$ cat src/rtl/hb_pkg.sv
package hb_pkg;
  typedef enum logic [1:0] {
    DMA_EMPTY   = 2'd0,
    DMA_WR_FULL = 2'd1,
    DMA_RD_PEND = 2'd2
  } dma_state_e;
endpackage

$ cat src/rtl/hb_addr_latch.sv
module hb_addr_latch #(
  parameter int ADDR_W = 5
) (
  input  logic              clk,
  input  logic              rst_n,
  input  logic              cs_n,
  input  logic              ale,
  input  logic              we_n,
  input  logic [ADDR_W-1:0] addr,
  output logic [ADDR_W-1:0] addr_q,
  output logic              wr_fire
);
  logic capture;
  logic armed_q;

  assign capture = ale & ~cs_n;

  always_ff @(posedge clk or negedge rst_n) begin
    if (!rst_n) begin
      addr_q  <= '0;
      armed_q <= 1'b0;
    end else begin
      armed_q <= capture;
      if (capture) addr_q <= addr;
    end
  end

  // write is honoured only in the cycle right after a capture
  assign wr_fire = armed_q & ~cs_n & ~we_n;

  p_capture_r1: assert property (@(posedge clk) disable iff (!rst_n)
    (ale && !cs_n) |=> (addr_q == $past(addr)));
  p_no_capture_r1: assert property (@(posedge clk) disable iff (!rst_n)
    !(ale && !cs_n) |=> $stable(addr_q));
  p_stale_we_r3: assert property (@(posedge clk) disable iff (!rst_n)
    wr_fire |-> $past(ale && !cs_n));
endmodule

$ cat src/rtl/hb_regfile.sv
module hb_regfile #(
  parameter int DATA_W   = 32,
  parameter int ADDR_W   = 5,
  parameter int NUM_REGS = 16
) (
  input  logic              clk,
  input  logic              rst_n,
  input  logic              wr_fire,
  input  logic [ADDR_W-1:0] wr_addr,
  input  logic [DATA_W-1:0] wr_data,
  input  logic [ADDR_W-1:0] rd_addr,
  output logic [DATA_W-1:0] rd_data
);
  localparam int IDX_W = (NUM_REGS > 1) ? $clog2(NUM_REGS) : 1;

  logic [NUM_REGS-1:0][DATA_W-1:0] regs_flat;
  logic wr_in_range;
  logic rd_in_range;

  assign wr_in_range = (int'(wr_addr) < NUM_REGS);
  assign rd_in_range = (int'(rd_addr) < NUM_REGS);

  for (genvar g = 0; g < NUM_REGS; g++) begin : g_reg
    logic [DATA_W-1:0] q;
    logic hit;
    assign hit = wr_fire & wr_in_range & (int'(wr_addr) == g);
    always_ff @(posedge clk or negedge rst_n) begin
      if (!rst_n)   q <= '0;
      else if (hit) q <= wr_data;
    end
    assign regs_flat[g] = q;
  end

  assign rd_data = rd_in_range ? regs_flat[rd_addr[IDX_W-1:0]] : '0;

  p_hold_r3: assert property (@(posedge clk) disable iff (!rst_n)
    !wr_fire |=> $stable(regs_flat));
  p_unimpl_write_r5: assert property (@(posedge clk) disable iff (!rst_n)
    (wr_fire && !wr_in_range) |=> $stable(regs_flat));
endmodule

$ cat src/rtl/hb_dma_buf.sv
module hb_dma_buf
  import hb_pkg::*;
#(
  parameter int DATA_W = 32
) (
  input  logic              clk,
  input  logic              rst_n,
  input  logic              dack_wr_n,
  input  logic              dack_rd_n,
  input  logic [DATA_W-1:0] host_data,
  output logic              dma_wr_req,
  output logic              dma_rd_req,
  output logic              out_valid,
  input  logic              out_ready,
  output logic [DATA_W-1:0] out_data,
  input  logic              in_valid,
  output logic              in_ready,
  input  logic [DATA_W-1:0] in_data,
  output logic [DATA_W-1:0] buf_data
);
  dma_state_e state_q, state_d;
  logic [DATA_W-1:0] data_q, data_d;

  always_comb begin
    state_d = state_q;
    data_d  = data_q;
    unique case (state_q)
      DMA_EMPTY: begin
        if (!dack_wr_n) begin
          data_d  = host_data;
          state_d = DMA_WR_FULL;
        end else if (in_valid) begin
          data_d  = in_data;
          state_d = DMA_RD_PEND;
        end
      end
      DMA_WR_FULL: if (out_ready) state_d = DMA_EMPTY;
      DMA_RD_PEND: if (!dack_rd_n) state_d = DMA_EMPTY;
      default:     state_d = DMA_EMPTY;
    endcase
  end

  always_ff @(posedge clk or negedge rst_n) begin
    if (!rst_n) begin
      state_q <= DMA_EMPTY;
      data_q  <= '0;
    end else begin
      state_q <= state_d;
      data_q  <= data_d;
    end
  end

  assign dma_wr_req = (state_q == DMA_EMPTY);
  assign dma_rd_req = (state_q == DMA_RD_PEND);
  assign out_valid  = (state_q == DMA_WR_FULL);
  assign in_ready   = (state_q == DMA_EMPTY) & dack_wr_n;
  assign out_data   = data_q;
  assign buf_data   = data_q;

  p_wrreq_hold_r7: assert property (@(posedge clk) disable iff (!rst_n)
    (dma_wr_req && dack_wr_n && !in_valid) |=> dma_wr_req);
  p_wr_capture_r7: assert property (@(posedge clk) disable iff (!rst_n)
    (dma_wr_req && !dack_wr_n) |=> (out_valid && out_data == $past(host_data)));
  p_rdreq_hold_r8: assert property (@(posedge clk) disable iff (!rst_n)
    (dma_rd_req && dack_rd_n) |=> dma_rd_req);
  p_out_stable_r9: assert property (@(posedge clk) disable iff (!rst_n)
    (out_valid && !out_ready) |=> (out_valid && $stable(out_data)));
  p_ack_ignored_r10: assert property (@(posedge clk) disable iff (!rst_n)
    (!dma_wr_req && !dack_wr_n && dack_rd_n) |=> $stable(buf_data));
  p_one_state_r6: assert property (@(posedge clk) disable iff (!rst_n)
    $onehot({dma_wr_req, dma_rd_req, out_valid}));
endmodule

$ cat src/rtl/host_reg_slave.sv
module host_reg_slave
  import hb_pkg::*;
#(
  parameter int DATA_W   = 32,
  parameter int ADDR_W   = 5,
  parameter int NUM_REGS = 16
) (
  input  logic              clk,
  input  logic              rst_n,
  input  logic              cs_n,
  input  logic              ale,
  input  logic              we_n,
  input  logic              oe_n,
  input  logic [ADDR_W-1:0] addr,
  input  logic [DATA_W-1:0] data_in,
  output logic [DATA_W-1:0] data_out,
  output logic              data_oe,
  output logic              dma_wr_req,
  input  logic              dack_wr_n,
  output logic              dma_rd_req,
  input  logic              dack_rd_n,
  output logic              out_valid,
  input  logic              out_ready,
  output logic [DATA_W-1:0] out_data,
  input  logic              in_valid,
  output logic              in_ready,
  input  logic [DATA_W-1:0] in_data
);
  logic [ADDR_W-1:0] addr_q;
  logic              wr_fire;
  logic [DATA_W-1:0] reg_rd;
  logic [DATA_W-1:0] buf_data;
  logic [DATA_W-1:0] bus_sel;

  hb_addr_latch #(.ADDR_W(ADDR_W)) u_latch (
    .clk(clk), .rst_n(rst_n), .cs_n(cs_n), .ale(ale), .we_n(we_n),
    .addr(addr), .addr_q(addr_q), .wr_fire(wr_fire)
  );

  hb_regfile #(.DATA_W(DATA_W), .ADDR_W(ADDR_W), .NUM_REGS(NUM_REGS)) u_regs (
    .clk(clk), .rst_n(rst_n), .wr_fire(wr_fire), .wr_addr(addr_q),
    .wr_data(data_in), .rd_addr(addr_q), .rd_data(reg_rd)
  );

  hb_dma_buf #(.DATA_W(DATA_W)) u_dma (
    .clk(clk), .rst_n(rst_n), .dack_wr_n(dack_wr_n), .dack_rd_n(dack_rd_n),
    .host_data(data_in), .dma_wr_req(dma_wr_req), .dma_rd_req(dma_rd_req),
    .out_valid(out_valid), .out_ready(out_ready), .out_data(out_data),
    .in_valid(in_valid), .in_ready(in_ready), .in_data(in_data),
    .buf_data(buf_data)
  );

  // bus gating is purely combinational
  assign data_oe  = ~cs_n & ~oe_n;
  assign bus_sel  = dack_rd_n ? reg_rd : buf_data;
  assign data_out = data_oe ? bus_sel : '0;

  p_quiet_bus_r4: assert property (@(posedge clk) disable iff (!rst_n)
    !data_oe |-> (data_out == '0));
  p_dma_read_bus_r8: assert property (@(posedge clk) disable iff (!rst_n)
    (data_oe && !dack_rd_n) |-> (data_out == out_data));
endmodule

$ cat config.mk
export PLATFORM = sky130hd
export DESIGN_NAME = host_reg_slave
export DESIGN_NICKNAME = d
export VERILOG_FILES = /design/src/rtl/hb_pkg.sv /design/src/rtl/hb_addr_latch.sv /design/src/rtl/hb_regfile.sv /design/src/rtl/hb_dma_buf.sv /design/src/rtl/host_reg_slave.sv
export SDC_FILE = /design/constraint.sdc
export NUM_CORES = 1
export LEC_CHECK = 0
export ABC_CLOCK_PERIOD_IN_PS = 2900
export BUFFER_PORTS_ARGS = -buffer_cell sky130_fd_sc_hd__buf_4
export CAP_MARGIN = 20
export CORE_MARGIN = 3
export CORE_UTILIZATION = 25
export CTS_CLUSTER_SIZE = 10
export DETAILED_ROUTE_END_ITERATION = 8
export GPL_TIMING_DRIVEN = 0
export PLACE_DENSITY = 0.44
export SYNTH_ARGS = -nofsm -noshare
export SYNTH_HDL_FRONTEND = slang
export SYNTH_SLANG_ARGS = --single-unit
$ cat constraint.sdc
create_clock -name clk -period 2.9 [get_ports clk]
set_input_delay 0.58 -clock clk [delete_from_list [all_inputs] [get_ports clk]]
set_output_delay 0.58 -clock clk [all_outputs]
set_load 0.01 [all_outputs]
## Word level (Yosys, flattened, before mapping)

Cells that the tools add are included.

| word-level totals | value |
|---|---|
| register bits | 552 |
| output and inout bits | 69 |
| word-level logic and storage cells | 84 |

| cells by class | value |
|---|---|
| $lt $le $gt $ge | 2 |
| equality and inequality tests | 21 |
| multiplexer cells | 12 |
| bitwise logic cells | 25 |
| reduce and logical (&&, ||, !) cells | 4 |

Operators with widths:

| operator | number |
|---|---|
| 32-bit 2-to-1 mux | 6 |
| 32-bit binary-select mux with 4-bit select | 1 |
| 5-bit == test (second input constant) | 8 |
| 1-bit AND | 22 |
| 5-bit by 4-bit == test with 1-bit output (second input constant) | 4 |
| 5-bit by 3-bit == test with 1-bit output (second input constant) | 2 |
| 2-bit 2-to-1 mux | 4 |
| 2-bit one-hot mux with 3 select lines | 1 |
| 5-bit by 2-bit == test with 1-bit output (second input constant) | 1 |
| 5-bit zero test | 1 |
| 4-bit by 5-bit < comparator with 1-bit output (second input constant) | 1 |
| 5-bit < comparator (second input constant) | 1 |
| 2-bit by 1-bit inequality test with 1-bit output (second input constant) | 2 |
| 3-bit by 2-bit inequality test with 1-bit output (second input constant) | 1 |
| 1-bit inverter | 3 |
| 3-bit AND reduction | 1 |
| 2-bit by 1-bit == test with 1-bit output (second input constant) | 1 |
| 2-bit == test (second input constant) | 1 |
| 2-bit zero test | 1 |
| 2-bit inequality test (second input constant) | 1 |
| 2-bit AND reduction | 1 |

## Longest topological paths before layout

Gate-level depths: netlist of the first run.

| depth | value |
|---|---|
| depth after elaboration | 5 |
| mapped depth | 7 |
| gate-level depth less buffers | 4 |

## Cells and area by module

A second synthesis of the first run with hierarchy kept.

| second synthesis, totals | value |
|---|---|
| cells, all modules | 1896 |
| area total of the unflattened synthesis | 26200.1 µm² |

By module, submodules not included:

| module | times used | cells an instance | area an instance (µm²) | sequential area each (µm²) |
|---|---|---|---|---|
| hb_regfile | 1 | 1660 | 23412.5 | 12812.3 |
| hb_dma_buf | 1 | 148 | 1989.4 | 850.8 |
| host_reg_slave | 1 | 74 | 548.0 | 0.0 |
| hb_addr_latch | 1 | 14 | 250.2 | 150.1 |

## Least setup slack after synthesis of the first run

OpenSTA, ideal clock, no wires.

| timing path | value |
|---|---|
| path kind | input to output |
| start | input oe_n |
| end | output data_out[30] |
| arrival time | 2.032 ns |
| required time | 2.320 ns |
| slack | 0.288 ns |
| stages on the path | 5 |
| path through | or4b_1 > or2_2 > clkbuf_1 > a221o_1 > o211ai_1 |

| on the way | value |
|---|---|
| word-level cells in the longest chain between the ends | 3 |

Ends and longest elaborated chain:

| element | RTL line | text |
|---|---|---|
| from (decl) | host_reg_slave.sv:13 | `input logic oe_n,` |
| 1-bit inverter | host_reg_slave.sv:54 | `assign data_oe = ~cs_n & ~oe_n;` |
| 1-bit AND | host_reg_slave.sv:54 |  |
| 32-bit 2-to-1 mux | host_reg_slave.sv:56 | `assign data_out = data_oe ? bus_sel : '0;` |
| to (decl) | host_reg_slave.sv:16 | `output logic [DATA_W-1:0] data_out,` |

No other way between the ends.

## Worst setup path after layout of the first run

| timing path | value |
|---|---|
| start | register u_latch.addr_q[4] |
| end | output data_out[30] |

| on the way | value |
|---|---|
| word-level cells in the longest chain between the ends | 4 |

Ends and longest elaborated chain:

| element | RTL line | text |
|---|---|---|
| from (decl) | hb_addr_latch.sv:10 | `output logic [ADDR_W-1:0] addr_q,` |
| from (signal assigned) | hb_addr_latch.sv:24 | `if (capture) addr_q <= addr;` |
| 5-bit < comparator | hb_regfile.sv:21 | `assign rd_in_range = (int'(rd_addr) < NUM_REGS);` |
| 32-bit 2-to-1 mux | hb_regfile.sv:34 | `assign rd_data = rd_in_range ? regs_flat[rd_addr[IDX_W-1:0]] : '0;` |
| 32-bit 2-to-1 mux | host_reg_slave.sv:55 | `assign bus_sel = dack_rd_n ? reg_rd : buf_data;` |
| 32-bit 2-to-1 mux | host_reg_slave.sv:56 |  |

No other way between the ends.

==> metrics, run 1 <==
ys async rst share=100%; Worst Path Arrival=2850 ps; H-tree levels=3; DRC Markers=0; clock skew=14.1 ps; number of placed I/O pins=148; Setup TNS=-11630 ps; Worst path slowest cell=or4b_4; Synth top area share=55.5%; slew margin rel.=22.1%; failing checks=setup timing; starting density of the core=25.3%; fin nets=1963; core area=0.0986 mm^2; number of synthesized register bits=552; Worst Hold Class=in2reg; 1st-iter DRT viols=704; Die H=322 um; ANT cells=0; VDD IR max=0.000297 V; post-synthesis sequential area ratio=55.5%; crit path max fanout=4; number of CTS-inserted buffers=68; via count=15300; worst slew pin tran=1170 ps; GP Congestion=0.760; CP max stage delay=540 ps; mean routed wirelength per cell=25.0 um; fmax=292 MHz; Met3 Wirelength=3690 um; width of the die=322 um; Final min period=3430 ps; Final HPWL DP=53500 um; Max Used Layer=met4; top cells by instance count after synthesis=dfrtp_1, mux2_2, mux4_2, nand2_1, clkbuf_1; syn_nets=1693; Syn Area/Cell=15.4 um^2; antenna violations before repair=0; Worst-Skew Late Latency=590 ps; CP endpoint kind=output port; most numerous cell in the Yosys netlist=dfrtp_1; CTS tree=done; Ys Warns=0; setup violators final=32; layout cell share with drive strength beyond 1=53.1%; critical path launch point type=flop; drt total wl=79800 um; Cell Pwr Density=665 mW/mm^2; M1 wire length=37000 um; TritonRoute pass-1 iters=5; Reg clk slew, reported paths=60 ps; met2 WL=37000 um; RSZ-0062 raised after global routing=true; Syn Std Cell Area=0.0249 mm^2; Netlist cell types=30; CTS max path bufs=3; cells along the critical path=or4b_4, or2_4, a221o_1, o211ai_1, buf_4; Fin. Hold Viols=0; # rows=115; Slew Limit Fails=0; cell count after synthesis=1614; area leader, netlist=dfrtp_1; Data required, critical path=2320 ps; Via density=4.78; final worst-path cycle share=118%; clock sink count=552; post-route setup slack=-527 ps; Final Hold Slack=173 ps; status=finished with violations; grt total ovfl=0; top post-synthesis cells by area=dfrtp_1, mux2_2, mux4_2; Detail Route Antenna Nets=0; global-route wire length before repair=116000 um; vias in the first global route=16500; largest net degree at the start of global routing=126; top_reg_cell synth=dfrtp_1; Max-Cap Viols=0; Total Power=20.5 mW; Worst Setup Path Type=reg2out; I/O Buffers=146; EDFF count, synth=0; All-Layer GR Usage=15.4%; die area=0.103 mm^2; Leak=14.6 nW; root buf cell=clkbuf_16; Area Growth Syn to Fin=24.0%
-- cells in the final DEF, fill, tap and decap left out, types with 32 or more instances in the layout --
cell type	n
dfrtp_1	551
mux2_2	515
buf_4	168
mux4_2	126
nand2_1	78
clkbuf_16	76
mux2i_1	65
clkbuf_1	62
o21ai_0	32
o211ai_1	32
-- layer usage --
layer	global-route usage, %	up-vias
li1	-	6538
met2	24.5	367
met4	4.33	0
met3	2.91	114
met1	21.3	8261
met5	0	-
-- critical path, delay by kind of cell, from the launching register on --
| kind | cells | cell delay (ps) |
|---|---|---|
| AOI/OAI and AO/OA | 2 | 770 |
| and+or+nand+nor | 2 | 820 |
| DFF | 1 | 440 |
| buffers and inverters | 1 | 230 |
-- per-stage QoR --
step	setup WS (ps)	cell area (um^2)	instances	utilization, %
3_3_place_gp	-4810	27600	3047	28.0
6_report	-527	30900	3196	31.3
2_1_floorplan	288	24900	1614	-
4_1_cts	-545	30400	3170	30.9
3_5_place_dp	-918	27800	3056	28.2
5_1_grt	-589	30900	3196	31.3
-- sequential cells by signal, indices dropped and copies added, names as in the netlist --
name,flops
u_regs.g.q,512
u_latch.addr_q,5
u_dma.buf_data,32
u_latch.armed_q,1
u_dma.state_q,2
-- cell type report --
class                           count  area [um^2]
Fill cell                        9677        67700
Sequential cell                   552        13800
Multi-Input combinational cell    920        10600
Timing Repair Buffer              204         1960
Clock buffer                       89         1820
Tap cell                         1287         1610
Buffer                            137         1020
Clock inverter                      6         41.3
Inverter                            1         3.75
-- cell families (layout without fill, tap and decap cells) --
logic type | after synthesis | after routing | share of synthesized area (%)
buffers and inverters | 142 | 437 | 2.34
AND/OR/NAND/NOR | 109 | 109 | 1.96
AO/OA/AOI/OAI | 102 | 102 | 2.74
multiplexers | 709 | 709 | 37.5
flip-flops | 552 | 552 | 55.5
-- power by group --
part | switching [mW] | total (mW) | internal, mW | leakage (nW)
clock network | 3.20 | 7.55 | 4.35 | 0.911
registers | 0.581 | 9.19 | 8.61 | 7.54
logic | 1.84 | 3.80 | 1.96 | 6.16
total | 5.62 | 20.5 | 14.9 | 14.6
-- repair_timing --
item	CTS	global route
pin swaps	25	29
gates resized for setup	146	36
endpoints found under the setup margin	32	32
endpoints found under the hold margin	54	0
setup buffers	18	25
hold buffers	1	0
cloned	2	2
-- worst paths after layout --
path                                       startpoint               endpoint  slack (ps)  cells past startpoint
min in group asynchronous                       rst_n       u_dma.state_q[0]         520                      2
worst min register to register  u_regs.g_reg[14].q[8]  u_regs.g_reg[14].q[8]         490                      1
max in group asynchronous                       rst_n  u_regs.g_reg[3].q[13]         580                      5
worst max register to register      u_latch.addr_q[0]  u_regs.g_reg[11].q[2]         230                      7
worst min-delay path                        out_ready       u_dma.state_q[0]         170                      2
worst max-delay path                u_latch.addr_q[4]           data_out[30]        -530                      5
(Power assumes the default switching activity.)
==> run 2, diff against run 1 <==
- REMOVE_ABC_BUFFERS: not set -> 1
==> run 2 against run 1 <==
  * Total power rose by 4.1%
  * Wire length fell by 6.5%
  * Critical path type unchanged
  * Final cell count is 2.1% lower
  * Largest cell class unchanged
  * The flow still finishes with violations (setup timing)
==> metrics, run 2 (synthesized netlist as in run 1, its figures left out) <==
Internal=15.8 mW (+5.7%); Leak=15.0 nW (+2.7%); core area=0.0986 mm^2 (unchanged); cts hold-fix bufs=0 (-1); All-Layer GR Usage=14.5% (-0.89 points); die area=0.103 mm^2 (unchanged); Data required, critical path=2320 ps (about the same); Worst Setup SP=u_latch.addr_q[0]; filler cell count=9549 (-1.3%); layout cell share with drive strength beyond 1=57.4% (+4.3 points); Max-Cap Viols=0 (unchanged); Buf+Inv Stages, Crit Path=4 (+3); Detail Route Antenna Nets=0 (unchanged); clock group share of total power=39.5% (+2.7 points); Reg2Reg Capture Point=u_regs.g_reg[12].q[25]; Place WS=-803 ps (+115 ps); Worst-Skew Late Latency=600 ps (about the same); fmax=299 MHz (+2.3%); status=finished with violations; 1st-iter DRT viols=663 (-5.8%); clock sink count=552 (unchanged); antenna violations before repair=1 (+1); Slew Limit Fails=0 (unchanged); mean routed wirelength per cell=23.8 um (-4.6%); post-route setup slack=-449 ps (+77.3 ps); critical path launch point type=flop; max FFs per register=512 (unchanged); H-tree levels=3 (unchanged); final non-filler cell total=3130 (-2.1%); width of the die=322 um (unchanged); Sw Pwr=5.60 mW (-0.30%); starting density of the core=25.3% (unchanged); number of placed I/O pins=148 (unchanged); grt total ovfl=0 (unchanged); cell area after placement=0.0279 mm^2 (+0.26%); reg2reg start=u_latch.addr_q[1]; number of CTS-inserted buffers=71 (+4.4%); Worst Hold Class=in2async; CP max stage delay=520 ps (-20 ps); worst slew pin tran=921 ps (-247 ps); Final HPWL DP=42800 um (-20%); global-route wire length before repair=111000 um (-4.6%); vias in the first global route=16100 (-2.7%); sequential share of power=42.9% (-1.9 points); Cell Pwr Density=677 mW/mm^2 (+1.7%); worst setup path endpoint=data_out[14]; Area Growth Syn to Fin=26.9%; FF-to-FF path depth=7 (unchanged); Post-Place Cells=2941 (-3.8%); Worst Path Arrival=2770 ps (-80 ps); drt total wl=74600 um (-6.5%); largest net degree at the start of global routing=121 (-4.0%); Worst Setup Path Type=reg2out; CP Depth=7 (+2); TritonRoute pass-1 iters=7 (+2); slew margin rel.=38.6% (+16 points); final core area utilization=32.0% (+0.73 points); failing checks=setup timing; via count=14800 (-3.1%); switch share=26.2% (-1.1 points); Fin. Hold Viols=0 (unchanged); setup violators final=32 (unchanged); Comb pwr share=17.6% (-0.9 points); Final min period=3350 ps (-77.3 ps); crit path max fanout=5 (+1); Worst path slowest cell=dfrtp_4; # rows=115 (unchanged); clock skew=20.6 ps (+6.40 ps); RSZ-0062 raised after global routing=true; top cell family by delay on the critical path=buffers and inverters; GP Congestion=0.654 (-14%); final worst-path cycle share=115% (-2.7 points); CTS max path bufs=3 (unchanged); I/O Buffers=147 (+0.68%); most frequent cells in the layout=dfrtp_1, mux2_2, buf_4; CTS tree=done; VDD IR max=0.000428 V (+44%); Die H=322 um (unchanged); most common cell after layout, fill and taps aside=dfrtp_1; Via density=4.73 (-1.1%); CP endpoint kind=output port; root buf cell=clkbuf_16; DRC Markers=0 (unchanged); Worst R2R Setup Slack=40 ps (-190 ps); Biggest register=u_regs.g.q; fin nets=1879 (-4.3%); most frequent CP cell=buf_16; Reg clk slew, reported paths=60 ps (about the same); cells along the critical path=buf_16, buf_16, buf_12, mux4_2, a22oi_2, o211ai_1, buf_4; final instance area=0.0316 mm^2 (+2.3%)
run 2: cell count changes in the layout (fill, tap and decap cells not counted), sizes merged:
cell	before	now
buf	270	251
clkinv	3	7
bufinv	0	2
clkbuf	158	104
diode	0	1
dlygate4sd3	1	0
nand3	5	6
run 2: area by class of cell:
class,count,area [um^2],area share [%]
tap,1287,1610,5.10
antenna,1,2.50,0.00792
timing repair buffer,253,3060,9.69
sequential,552,13800,43.8
multi-input combinational,921,10900,34.5
clock inverter,12,125,0.396
inverter,1,3.75,0.0119
clock buffer,103,2070,6.56
run 2: how the worst min path moves through the flow:
stage | startpoint | end | depth (start not counted)
finish | rst_n | u_dma.buf_data[23] | 1
detailed placement | u_regs.g_reg[14].q[8] | u_regs.g_reg[14].q[8] | 1
global route | rst_n | u_dma.buf_data[23] | 1
floorplan | rst_n | u_dma.buf_data[0] | 0
CTS | rst_n | u_dma.buf_data[23] | 1
global placement | u_regs.g_reg[12].q[8] | u_regs.g_reg[12].q[8] | 1
run 2: stage by stage:
step	TNS (ps)	power, mW	hold slack [ps]
floorplan	-2031610	11.0	284
global placement	-7033990	12.5	469
detailed placement	-103500	12.6	484
CTS	-15960	21.7	43.9
global route	-12750	22.4	65.9
finish	-8850	21.4	15.9
run 2: layer usage:
metal | up-vias | track usage (%) | share of wire (%)
li1 | 6424 | - | -
met1 | 8044 | 20.8 | 48
met2 | 246 | 22.5 | 46
met3 | 91 | 2.92 | 4.4
met4 | 0 | 3.24 | 1.9
met5 | - | 0 | 0
run 2: timing repair:
item	CTS	global route
gates resized for setup	76	22
endpoints found under the setup margin	449	213
pin swaps	41	14
setup buffers	45	12
gates cloned	17	1
run 2: power by group through the flow:
stage / logic, mW / registers [mW] / clock network (mW)
CTS: 3.81 / 9.18 / 8.76
floorplan: 1.62 / 9.41 / 0
global placement: 2.86 / 9.63 / 0
global route: 4.10 / 9.29 / 9.05
finish: 3.76 / 9.17 / 8.44
detailed placement: 3.18 / 9.41 / 0
